### src/rtl/fpsq_pkg.sv
package fpsq_pkg;
  localparam int CLS_W = 2;
  typedef enum logic [CLS_W-1:0] {
    UNIT_ADD = 2'd0,
    UNIT_MUL = 2'd1,
    UNIT_STO = 2'd2
  } unit_cls_t;
endpackage

### src/rtl/fpsq_oldest.sv
module fpsq_oldest #(
  parameter int N  = 14,
  parameter int AW = 8,
  parameter int IW = 4
) (
  input  logic [N-1:0]    req,
  input  logic [N*AW-1:0] age_flat,
  output logic            found,
  output logic [IW-1:0]   idx
);
  function automatic logic is_younger(input logic [AW-1:0] a, input logic [AW-1:0] b);
    logic [AW-1:0] d;
    d = a - b;
    return (d != '0) && !d[AW-1];
  endfunction

  logic [AW-1:0] best;

  always_comb begin
    found = 1'b0;
    idx   = '0;
    best  = '0;
    for (int i = 0; i < N; i++) begin
      if (req[i] && (!found || is_younger(best, age_flat[i*AW +: AW]))) begin
        found = 1'b1;
        idx   = IW'(i);
        best  = age_flat[i*AW +: AW];
      end
    end
  end
endmodule

### src/rtl/fpsq_queue.sv
module fpsq_queue
  import fpsq_pkg::*;
#(
  parameter int DEPTH = 14,
  parameter int TW    = 7,
  parameter int AW    = 8,
  parameter int NRB   = 2
) (
  input  logic              clk,
  input  logic              rst,
  input  logic              alloc,
  input  logic [AW-1:0]     a_age,
  input  logic [CLS_W-1:0]  a_cls,
  input  logic [TW-1:0]     a_src0,
  input  logic              a_wait0,
  input  logic [TW-1:0]     a_src1,
  input  logic              a_wait1,
  input  logic [TW-1:0]     a_dst,
  input  logic [NRB-1:0]    res_valid,
  input  logic [NRB*TW-1:0] res_tag,
  input  logic              ld_valid,
  input  logic [TW-1:0]     ld_tag,
  input  logic              flush_valid,
  input  logic [AW-1:0]     flush_age,
  output logic              has_room,
  output logic              iss_valid,
  output logic [TW-1:0]     iss_dst,
  output logic [AW-1:0]     iss_age,
  output logic [CLS_W-1:0]  iss_cls,
  output logic              iss_fwd
);
  localparam int IW = (DEPTH > 1) ? $clog2(DEPTH) : 1;

  function automatic logic is_younger(input logic [AW-1:0] a, input logic [AW-1:0] b);
    logic [AW-1:0] d;
    d = a - b;
    return (d != '0) && !d[AW-1];
  endfunction

  function automatic logic bus_hit(input logic [TW-1:0] t, input logic [NRB-1:0] v,
                                   input logic [NRB*TW-1:0] tags);
    logic h;
    h = 1'b0;
    for (int b = 0; b < NRB; b++) h = h | (v[b] && tags[b*TW +: TW] == t);
    return h;
  endfunction

  logic [DEPTH-1:0]    vld, rdy0, rdy1;
  logic [AW-1:0]       e_age  [DEPTH];
  logic [CLS_W-1:0]    e_cls  [DEPTH];
  logic [TW-1:0]       e_src0 [DEPTH];
  logic [TW-1:0]       e_src1 [DEPTH];
  logic [TW-1:0]       e_dst  [DEPTH];

  logic [DEPTH-1:0]    ld0, ld1, bus0, bus1, req, kill;
  logic [DEPTH*AW-1:0] age_flat;
  logic [IW-1:0]       free_idx, pick_idx;
  logic                pick_vld, pick_killed, a_rdy0, a_rdy1;

  always_comb begin
    free_idx = '0;
    for (int i = DEPTH - 1; i >= 0; i--) begin
      ld0[i]  = ld_valid && (ld_tag == e_src0[i]);
      ld1[i]  = ld_valid && (ld_tag == e_src1[i]);
      bus0[i] = bus_hit(e_src0[i], res_valid, res_tag);
      bus1[i] = bus_hit(e_src1[i], res_valid, res_tag);
      req[i]  = vld[i] && (rdy0[i] || ld0[i]) && (rdy1[i] || ld1[i]);
      kill[i] = flush_valid && is_younger(e_age[i], flush_age);
      age_flat[i*AW +: AW] = e_age[i];
      if (!vld[i]) free_idx = IW'(i);
    end
    has_room    = ~&vld;
    pick_killed = flush_valid && is_younger(e_age[pick_idx], flush_age);
    a_rdy0 = !a_wait0 || bus_hit(a_src0, res_valid, res_tag) || (ld_valid && ld_tag == a_src0);
    a_rdy1 = !a_wait1 || bus_hit(a_src1, res_valid, res_tag) || (ld_valid && ld_tag == a_src1);
  end

  fpsq_oldest #(.N(DEPTH), .AW(AW), .IW(IW)) u_pick (
    .req      (req),
    .age_flat (age_flat),
    .found    (pick_vld),
    .idx      (pick_idx)
  );

  always_ff @(posedge clk) begin
    if (rst) begin
      vld       <= '0;
      iss_valid <= 1'b0;
      iss_fwd   <= 1'b0;
      iss_dst   <= '0;
      iss_age   <= '0;
      iss_cls   <= '0;
    end else begin
      for (int i = 0; i < DEPTH; i++) begin
        rdy0[i] <= rdy0[i] | ld0[i] | bus0[i];
        rdy1[i] <= rdy1[i] | ld1[i] | bus1[i];
        if ((pick_vld && pick_idx == IW'(i)) || kill[i]) vld[i] <= 1'b0;
      end
      if (alloc) begin
        vld[free_idx]    <= 1'b1;
        e_age[free_idx]  <= a_age;
        e_cls[free_idx]  <= a_cls;
        e_src0[free_idx] <= a_src0;
        e_src1[free_idx] <= a_src1;
        e_dst[free_idx]  <= a_dst;
        rdy0[free_idx]   <= a_rdy0;
        rdy1[free_idx]   <= a_rdy1;
      end
      iss_valid <= pick_vld && !pick_killed;
      iss_fwd   <= pick_vld && !pick_killed && !(rdy0[pick_idx] && rdy1[pick_idx]);
      iss_dst   <= e_dst[pick_idx];
      iss_age   <= e_age[pick_idx];
      iss_cls   <= e_cls[pick_idx];
    end
  end


  no_overflow_chk: assert property (@(posedge clk) disable iff (rst)
    alloc |-> has_room);


  fwd_source_chk: assert property (@(posedge clk) disable iff (rst)
    iss_fwd |-> (iss_valid && $past(ld_valid)));

  generate
    for (genvar g = 0; g < DEPTH; g++) begin : g_slot

      flush_kill_chk: assert property (@(posedge clk) disable iff (rst)
        (flush_valid && vld[g] && is_younger(e_age[g], flush_age)) |=> !vld[g]);
    end
  endgenerate
endmodule

### src/rtl/fp_mop_sched.sv
module fp_mop_sched
  import fpsq_pkg::*;
#(
  parameter int NQ    = 3,
  parameter int DEPTH = 14,
  parameter int TW    = 7,
  parameter int AW    = 8,
  parameter int NRB   = 2
) (
  input  logic                clk,
  input  logic                rst,
  input  logic [NQ-1:0]       in_valid,
  input  logic [NQ*AW-1:0]    in_age,
  input  logic [NQ*CLS_W-1:0] in_cls,
  input  logic [NQ*TW-1:0]    in_src0,
  input  logic [NQ-1:0]       in_wait0,
  input  logic [NQ*TW-1:0]    in_src1,
  input  logic [NQ-1:0]       in_wait1,
  input  logic [NQ*TW-1:0]    in_dst,
  output logic                in_ready,
  input  logic [NRB-1:0]      res_valid,
  input  logic [NRB*TW-1:0]   res_tag,
  input  logic [NRB*AW-1:0]   res_age,
  input  logic                ld_valid,
  input  logic [TW-1:0]       ld_tag,
  input  logic                flush_valid,
  input  logic [AW-1:0]       flush_age,
  output logic [NQ-1:0]       iss_valid,
  output logic [NQ*TW-1:0]    iss_dst,
  output logic [NQ*AW-1:0]    iss_age,
  output logic [NQ*CLS_W-1:0] iss_cls,
  output logic [NQ-1:0]       iss_fwd,
  output logic [NRB-1:0]      ret_valid,
  output logic [NRB*TW-1:0]   ret_tag
);
  function automatic logic is_younger(input logic [AW-1:0] a, input logic [AW-1:0] b);
    logic [AW-1:0] d;
    d = a - b;
    return (d != '0) && !d[AW-1];
  endfunction

  logic [NQ-1:0] room, accept;

  always_comb begin
    in_ready = &room;
    for (int q = 0; q < NQ; q++)
      accept[q] = in_valid[q] && in_ready &&
                  !(flush_valid && is_younger(in_age[q*AW +: AW], flush_age));
  end

  generate
    for (genvar q = 0; q < NQ; q++) begin : g_q
      fpsq_queue #(.DEPTH(DEPTH), .TW(TW), .AW(AW), .NRB(NRB)) u_queue (
        .clk         (clk),
        .rst         (rst),
        .alloc       (accept[q]),
        .a_age       (in_age[q*AW +: AW]),
        .a_cls       (in_cls[q*CLS_W +: CLS_W]),
        .a_src0      (in_src0[q*TW +: TW]),
        .a_wait0     (in_wait0[q]),
        .a_src1      (in_src1[q*TW +: TW]),
        .a_wait1     (in_wait1[q]),
        .a_dst       (in_dst[q*TW +: TW]),
        .res_valid   (res_valid),
        .res_tag     (res_tag),
        .ld_valid    (ld_valid),
        .ld_tag      (ld_tag),
        .flush_valid (flush_valid),
        .flush_age   (flush_age),
        .has_room    (room[q]),
        .iss_valid   (iss_valid[q]),
        .iss_dst     (iss_dst[q*TW +: TW]),
        .iss_age     (iss_age[q*AW +: AW]),
        .iss_cls     (iss_cls[q*CLS_W +: CLS_W]),
        .iss_fwd     (iss_fwd[q])
      );
    end

    for (genvar b = 0; b < NRB; b++) begin : g_ret
      always_ff @(posedge clk) begin
        if (rst) begin
          ret_valid[b] <= 1'b0;
          ret_tag[b*TW +: TW] <= '0;
        end else begin
          ret_valid[b] <= res_valid[b] &&
                          !(flush_valid && is_younger(res_age[b*AW +: AW], flush_age));
          ret_tag[b*TW +: TW] <= res_tag[b*TW +: TW];
        end
      end


      ret_source_chk: assert property (@(posedge clk) disable iff (rst)
        ret_valid[b] |-> $past(res_valid[b]));


      ret_pass_chk: assert property (@(posedge clk) disable iff (rst)
        (res_valid[b] && !flush_valid) |=> ret_valid[b]);
    end
  endgenerate


  reset_quiet_chk: assert property (@(posedge clk)
    rst |=> (iss_valid == '0 && ret_valid == '0));
endmodule

### config.mk
export PLATFORM = sky130hd
export DESIGN_NAME = fp_mop_sched
export DESIGN_NICKNAME = d
export VERILOG_FILES = /design/src/rtl/fpsq_pkg.sv /design/src/rtl/fpsq_oldest.sv /design/src/rtl/fpsq_queue.sv /design/src/rtl/fp_mop_sched.sv
export SDC_FILE = /design/constraint.sdc
export NUM_CORES = 2
export LEC_CHECK = 0
export ABC_AREA = 1
export CAP_MARGIN = 10
export CORE_UTILIZATION = 42
export DETAILED_ROUTE_END_ITERATION = 8
export DONT_BUFFER_PORTS = 1
export GPL_ROUTABILITY_DRIVEN = 1
export PLACE_DENSITY_LB_ADDON = 0.2
export SETUP_SLACK_MARGIN = 0.4
export SYNTH_ARGS = -nofsm -noshare
export SYNTH_HDL_FRONTEND = slang
export SYNTH_SLANG_ARGS = --single-unit
### constraint.sdc
create_clock -name clk -period 43.4 [get_ports clk]
set_input_delay 10.85 -clock clk [delete_from_list [all_inputs] [get_ports clk]]
set_output_delay 10.85 -clock clk [all_outputs]
set_load 0.01 [all_outputs]
# Yosys cells after proc, flatten, opt, wreduce, memory -nomap -nowiden
# Memories as Yosys holds them, arrays and structs flattened. A register that Yosys moved wholly into a read port is not among the register bits.
# Index checks and enable logic that the tools add are counted.
totals:
  word_cells: 2008
  ff_bits: 172
  mem_count: 15
  mem_bits_rw: 1302
  input_bits: 153
mem_list:
  columns: ["memory", "words", "word_bits", "rd", "rd_ports_with_merged_regs", "write_ports", "line_no", "text"]
  rows:
  - ["g_q[0].u_queue.e_age", 14, 8, 15, 0, 1, "fpsq_queue.sv:49", "logic [AW-1:0] e_age [DEPTH];"]
  - ["g_q[1].u_queue.e_age", 14, 8, 15, 0, 1, "fpsq_queue.sv:49", null]
  - ["g_q[2].u_queue.e_age", 14, 8, 15, 0, 1, "fpsq_queue.sv:49", null]
  - ["g_q[0].u_queue.e_dst", 14, 7, 1, 1, 1, "fpsq_queue.sv:53", "logic [TW-1:0] e_dst [DEPTH];"]
  - ["g_q[0].u_queue.e_src0", 14, 7, 14, 0, 1, "fpsq_queue.sv:51", "logic [TW-1:0] e_src0 [DEPTH];"]
  - ["g_q[0].u_queue.e_src1", 14, 7, 14, 0, 1, "fpsq_queue.sv:52", "logic [TW-1:0] e_src1 [DEPTH];"]
  - ["+9 memories", null, null, null, null, null, null, null]
classes:
  n_eq_ne: 309
  n_mux: 288
  add_sub_neg: 89
  bitwise: 261
  order_cmp: 9
  reduce_logical: 1015
ops:
  columns: ["operator", "count"]
  rows:
  - ["$eq 7x7->1", 270]
  - ["$reduce_bool 8->1", 89]
  - ["$sub 8x8->8", 89]
  - ["$logic_and 1x1->1", 594]
  - ["$mux 4", 78]
  - ["$mux 8", 39]
  - ["$or 1x1->1", 258]
  - ["$logic_or 1x1->1", 177]
  - ["$logic_not 1->1", 148]
  - ["$mux 1", 147]
  - ["$mux 14", 9]
  - ["$bwmux 14", 6]
  - ["$eq 4x4->1 const B", 18]
  - ["$eq 4x3->1 const B", 12]
  - ["$or 14x14->14", 3]
  - ["$reduce_and 14->1", 3]
  - ["$lt 4x5->1 const B", 6]
  - ["$bmux 1 s4", 6]
  - ["$eq 4x2->1 const B", 6]
  - ["$demux 1 s4", 3]
  - ["$eq 4x1->1 const B", 3]
  - ["$ge 4x1->1 const B", 3]
  - ["$logic_not 4->1", 3]
  - ["$reduce_and 3->1", 1]

# Longest topological paths before layout
# An unclocked memory read counts as a cell.
logic_depth:
  ltp_word: 93
  mapped_depth: 275
  ltp_nobuf: 261

# Hierarchy
# From an unflattened synthesis, not the netlist that was laid out.
unflattened:
  hier_cells: 13124
  area_unflattened_um2: 112218.9
modules_own_cells:
  columns: ["module", "seq_area_each_um2", "instances", "cells_per_inst", "area_per_inst_um2"]
  rows:
  - ["fpsq_queue at g_q[1].u_queue", 15014.4, 1, 3239, 30690.7]
  - ["fpsq_queue at g_q[0].u_queue", 15014.4, 1, 3226, 30635.6]
  - ["fpsq_queue at g_q[2].u_queue", 15014.4, 1, 3234, 30608.1]
  - ["fpsq_oldest at g_q[1].u_queue.u_pick ...", 0.0, 2, 984, 5894.4]
  - ["fpsq_oldest at g_q[0].u_queue.u_pick", 0.0, 1, 991, 5911.9]
  - ["fp_mop_sched", 320.3, 1, 466, 2583.7]

# Worst setup path before layout
# OpenSTA, ideal clock, no wires.
synth_timing:
  path_type: "input-to-reg"
  from: "in ld_tag[3]"
  to: "reg g_q[0].u_queue.iss_fwd"
  setup_time_ns: 0.111
  cell_stages: 255
  arrival_time_ns: 39.244
  n_path_buf: 15
  slack_ns: 4.046
  cell_sequence: "buf_4 > inv_4 > nand2_1 > nand4_1 > nor2_1 > nand2_1 > nand2_1 > nand2_1 > nor2_1 > inv_1 > ha_1 > inv_1 > fa_1 > nand3_1 > nand2_1 > inv_1 > nor2_1 > o21ai_0 > [219 not listed] > nand2_1 > nor2_1 > ha_1 > inv_1 > fa_1 > nand3_1 > and2_1 > inv_1 > a21oi_1 > o21bai_1 > nor2_1 > nor4b_1 > nand3_1 > o21ai_0 > inv_1 > nand3_1 > nand2_1 > nor2_1"
synth_between:
  elab_chain_cells: 92
synth_lines:
  columns: ["item", "line_no", "text"]
  rows:
  - ["from (decl)", "fp_mop_sched.sv:25", "input logic [TW-1:0] ld_tag,"]
  - ["$eq 7x7->1", "fpsq_queue.sv:63", "ld0[i] = ld_valid && (ld_tag == e_src0[i]);"]
  - ["$logic_and 1x1->1", "fpsq_queue.sv:63", null]
  - ["$logic_or 1x1->1", "fpsq_queue.sv:67", "req[i] = vld[i] && (rdy0[i] || ld0[i]) && (rdy1[i] || ld1[i]);"]
  - ["$logic_and 1x1->1 (2 in a row)", "fpsq_queue.sv:67", null]
  - ["$mux 8", "fpsq_oldest.sv:24", "if (req[i] && (!found || is_younger(best, age_flat[i*AW +: AW]))) begin"]
  - ["$sub 8x8->8", "fpsq_oldest.sv:13", "d = a - b;"]
  - ["$reduce_bool 8->1 or $logic_not 1->1 (tied branches)", "fpsq_oldest.sv:14", "return (d != '0) && !d[AW-1];"]
  - ["$logic_and 1x1->1", "fpsq_oldest.sv:14", null]
  - ["[75 not listed]", null, null]
  - ["$mem_v2 14x8", null, null]
  - ["$sub 8x8->8", "fpsq_queue.sv:36", "d = a - b;"]
  - ["$reduce_bool 8->1 or $logic_not 1->1 (tied branches)", "fpsq_queue.sv:37", "return (d != '0) && !d[AW-1];"]
  - ["$logic_and 1x1->1", "fpsq_queue.sv:37", null]
  - ["$logic_and 1x1->1", "fpsq_queue.sv:73", "pick_killed = flush_valid && is_younger(e_age[pick_idx], flush_age);"]
  - ["$logic_not 1->1", "fpsq_queue.sv:110", "iss_fwd <= pick_vld && !pick_killed && !(rdy0[pick_idx] && rdy1[pick_idx]);"]
  - ["$logic_and 1x1->1", "fpsq_queue.sv:110", null]
  - ["$logic_and 1x1->1 (*)", "fpsq_queue.sv:110", null]
  - ["to (signal assigned)", "fpsq_queue.sv:110", null]
  - ["to (decl)", "fpsq_queue.sv:30", "output logic iss_fwd"]
# Every way passes the cells marked *; elsewhere a longest branch is shown, timed or not. The select of a mux whose other input is x is not followed.
# A chain may end at the register's enable or synchronous reset.

# Worst setup path in the final report
layout_timing:
  from: "in ld_tag[1]"
  to: "reg g_q[0].u_queue.iss_fwd"
# The elaborated chain is that of the path after synthesis.

==> flow_summary.yaml <==
route:
  dr.first_iter.drc_count: 14400
  route.antenna.remaining_nets: 0
  via_per_inst: 6.46
  first_pass_iters: 7
  drt_drc_violations_left: 0
  routed_wl_um: 483000
  routedWlPerCell_um: 30.1
  route.vias.total: 104000
worst_hold_path:
  worst_hold_path_type: "reg -> reg"
  worst_hold_startpoint: "g_q[0].u_queue.vld[8]$_SDFF_PP0_"
  min_delay_path_depth: 2
sta:
  grt_setup_unrepaired: "yes"
  worst_clock_skew_ps: 122
  hold_viol_final: 0
  slew_violations: 0
  layout_worst_path_cycle_share_pct: 94.7
  worst_slew_margin_rel_pct: 13.5
  timing.setup.tns_ps: 0
  maximum_clock_frequency_ghz: 0.0243
  final.min_clock_period_ps: 41100
  setup_viol_count_final: 0
  tightestPinTransition_ps: 1280
logic_synthesis:
  synthCells: 12400
  postSynthAreaPerCell_sq_um: 8.89
  number_of_synthesized_flops_with_an_enable_pin: 1428
  asyncSetResetFlopFracSynth_pct: 0
  syn-cell-area_sq_mm: 0.110
  synth_sequential_area_ratio_pct: 41.0
  ys_seq_elements: 1543
  synth_flop_cell: "edfxtp_1"
  yosys.cell_types.count: 85
  yosys_warnings: 0
layout:
  layout_commonest_cell: "nand2_1"
  area_delta_synth_final_pct: 11.6
  post_layout_nonfiller_instances: 16000
  layout_common_cells: "nand2_1, edfxtp_1, inv_1"
  drive_above_1_share_pct: 10.2
  fin_nets: 13300
die:
  initial_utilization_pct: 42.4
  floorplan.rows: 187
  design.die.area_sq_mm: 0.264
  die_h_um: 514
  die_w_um: 514
  num_io_pins: 227
  fp.coreArea_sq_mm: 0.260
pwr:
  p_leak_nw: 49.4
  pwr-share-clk_pct: 44.0
  proportion_of_power_drawn_by_combinational_gates_pct: 11.6
  power_report.internal_total_mw: 2.78
  power_per_cell_area_mw_per_mm2: 30.5
  switching_share_pct: 25.9
  p_switching_mw: 0.969
  power.sequential.fraction_pct: 44.4
  irDropWorstVdd_v: 0.0000455
global_route:
  grt_start_max_net_pins: 149
  grt_antenna_before_repair: 20
  grt_pass1_vias: 98900
  grt_use_total_pct: 35.0
  grt_first_pass_wirelength_um: 680000
  grt_overflow_total: 0
critical_path:
  critPathMaxFanout: 86
  timing.reg2reg.setup_slack_ps: 12320
  timing.critical_path.arrival_ps: 41840
  worstRegToRegCells: 231
  worst_setup_path_start_kind: "primary input"
  worst_r2r_startpoint: "g_q[0].u_queue.e_src1[0][2]$_DFFE_PP_"
  path_class: "in -> reg"
  timing.critical_path.slowest_cell_delay_ps: 430
  end_kind: "flip-flop"
  timing.critical_path.mode_cell: "inv_1"
  worstPathRequired_ps: 44150
  crit_path_start: "ld_tag[1]"
  crit_slowest_cell: "fa_1"
placed_design:
  gp_congestion: 0.977
  io_buffer_count: 0
  dp_hpwl_um: 298000
  dp.cells: 15600
clock_network:
  htree_levels: 4
  clkLatencyLatePin_ps: 930
  clockRootBuffer: "clkbuf_16"
  cts.path.max_buffers: 4
  tritoncts: "yes"
  tritoncts.num_buffers: 192
  cts_sinks: 1543
  clkSlewWorstSetupHoldPaths_ps: 60
run_status:
  outcome: "finished clean"
job:
  cap_violations: 0
==> power groups by stage <==
stage	logic [mW]	registers, mW	clock network [mW]
after detailed placement	0.403	1.69	0
after global routing	0.468	1.66	1.71
after global placement	0.392	1.69	0
final	0.433	1.66	1.65
after floorplan	0.308	1.69	0
after CTS	0.406	1.66	1.66
==> worst max-delay path: cells and delay by family <==
family,cells,cell delay [ps]
buffers and inverters,33,3050
AOI/OAI and AO/OA,56,8050
and+or+nand+nor,115,11980
xor gates and xnor gates,7,1330
adders and majority gates,21,6210
==> final timing paths <==
| path | endpoint |
|---|---|
| worst min-delay path | g_q[0].u_queue.vld[8]$_SDFF_PP0_ |
| worst min register to register | g_q[0].u_queue.vld[8]$_SDFF_PP0_ |
| worst max register to register | g_q[0].u_queue.iss_fwd$_SDFF_PP0_ |
| worst max-delay path | g_q[0].u_queue.iss_fwd$_SDFF_PP0_ |
==> what timing repair did <==
item	4_1_cts	5_1_grt
hold buffers	0	0
buffers inserted	0	91
gates cloned	0	15
pin swaps	0	88
setup endpoints to repair	2	98
resized for setup	21	507
==> routing by layer <==
metal / track usage, % / vias up / wire length (um)
met1: 46.8 / 49800 / 189000
met5: 0 / - / 55
met3: 9.02 / 1885 / 63700
li1: - / 44400 / -
met4: 17.5 / 8 / 29300
met2: 52.0 / 7506 / 201000
==> registers in the layout, indices dropped and copies added, names as in the netlist, 14 cells and up <==
register             count
g_q.u_queue.iss_age     24
g_q.u_queue.rdy0        42
g_q.u_queue.e_dst      294
g_q.u_queue.e_age      378
g_q.u_queue.e_cls       84
ret_tag                 14
g_q.u_queue.e_src0     294
g_q.u_queue.rdy1        42
g_q.u_queue.e_src1     294
g_q.u_queue.vld         42
g_q.u_queue.iss_dst     21
==> stage by stage <==
step	hold slack (ps)	setup WS (ps)	instance area (sq um)	util, %	power (mW)
floorplan	475	4050	110000	-	2.00
global placement	501	-217	114000	43.7	2.09
detailed placement	502	-1210	114000	43.7	2.10
CTS	509	438	120000	46.2	3.73
global route	547	62.4	123000	47.3	3.85
finish	512	2300	123000	47.3	3.75
==> cells in the mapped netlist (all sizes together) (139+ instances only) <==
cell type	number	area [sq um]
xnor2	260	2280
a221oi	139	1220
xor2	618	5410
edfxtp	1428	42900
o21ai	765	3840
buf	251	1770
nor3	196	1030
inv	1461	5510
nand2	2266	9190
o2111ai	310	2720
ha	623	7790
nor2	759	2930
a22oi	171	1330
nand3	458	2650
a21oi	607	3060
o22ai	465	2910
clkbuf	308	1200
==> cell families (layout without fill, tap and decap cells) <==
family	Yosys count	count (layout)	synth area share [%]
muxes	1	1	0.00908
buffers and inverters	2033	2124	7.78
other	1	58	0.00340
and+or+nand+nor	4071	4077	16.7
AOI/OAI and AO/OA	3160	3160	18.9
adders and majority gates	712	712	8.69
xor gates and xnor gates	878	878	6.98
DFF	1543	1543	41.0
==> area by class of cell <==
type	count	area, sq um
diodes	16	40.0
clock buffers	262	5440
clock inverters	84	915
fillers	24300	137000
inverters	1468	5740
multi-input cells	8870	58600
flip-flops and latches	1543	45200
well taps	3496	4370
repair buffers	309	2690
repair inverters	1	8.76
Power figures use the tool's default switching activity.
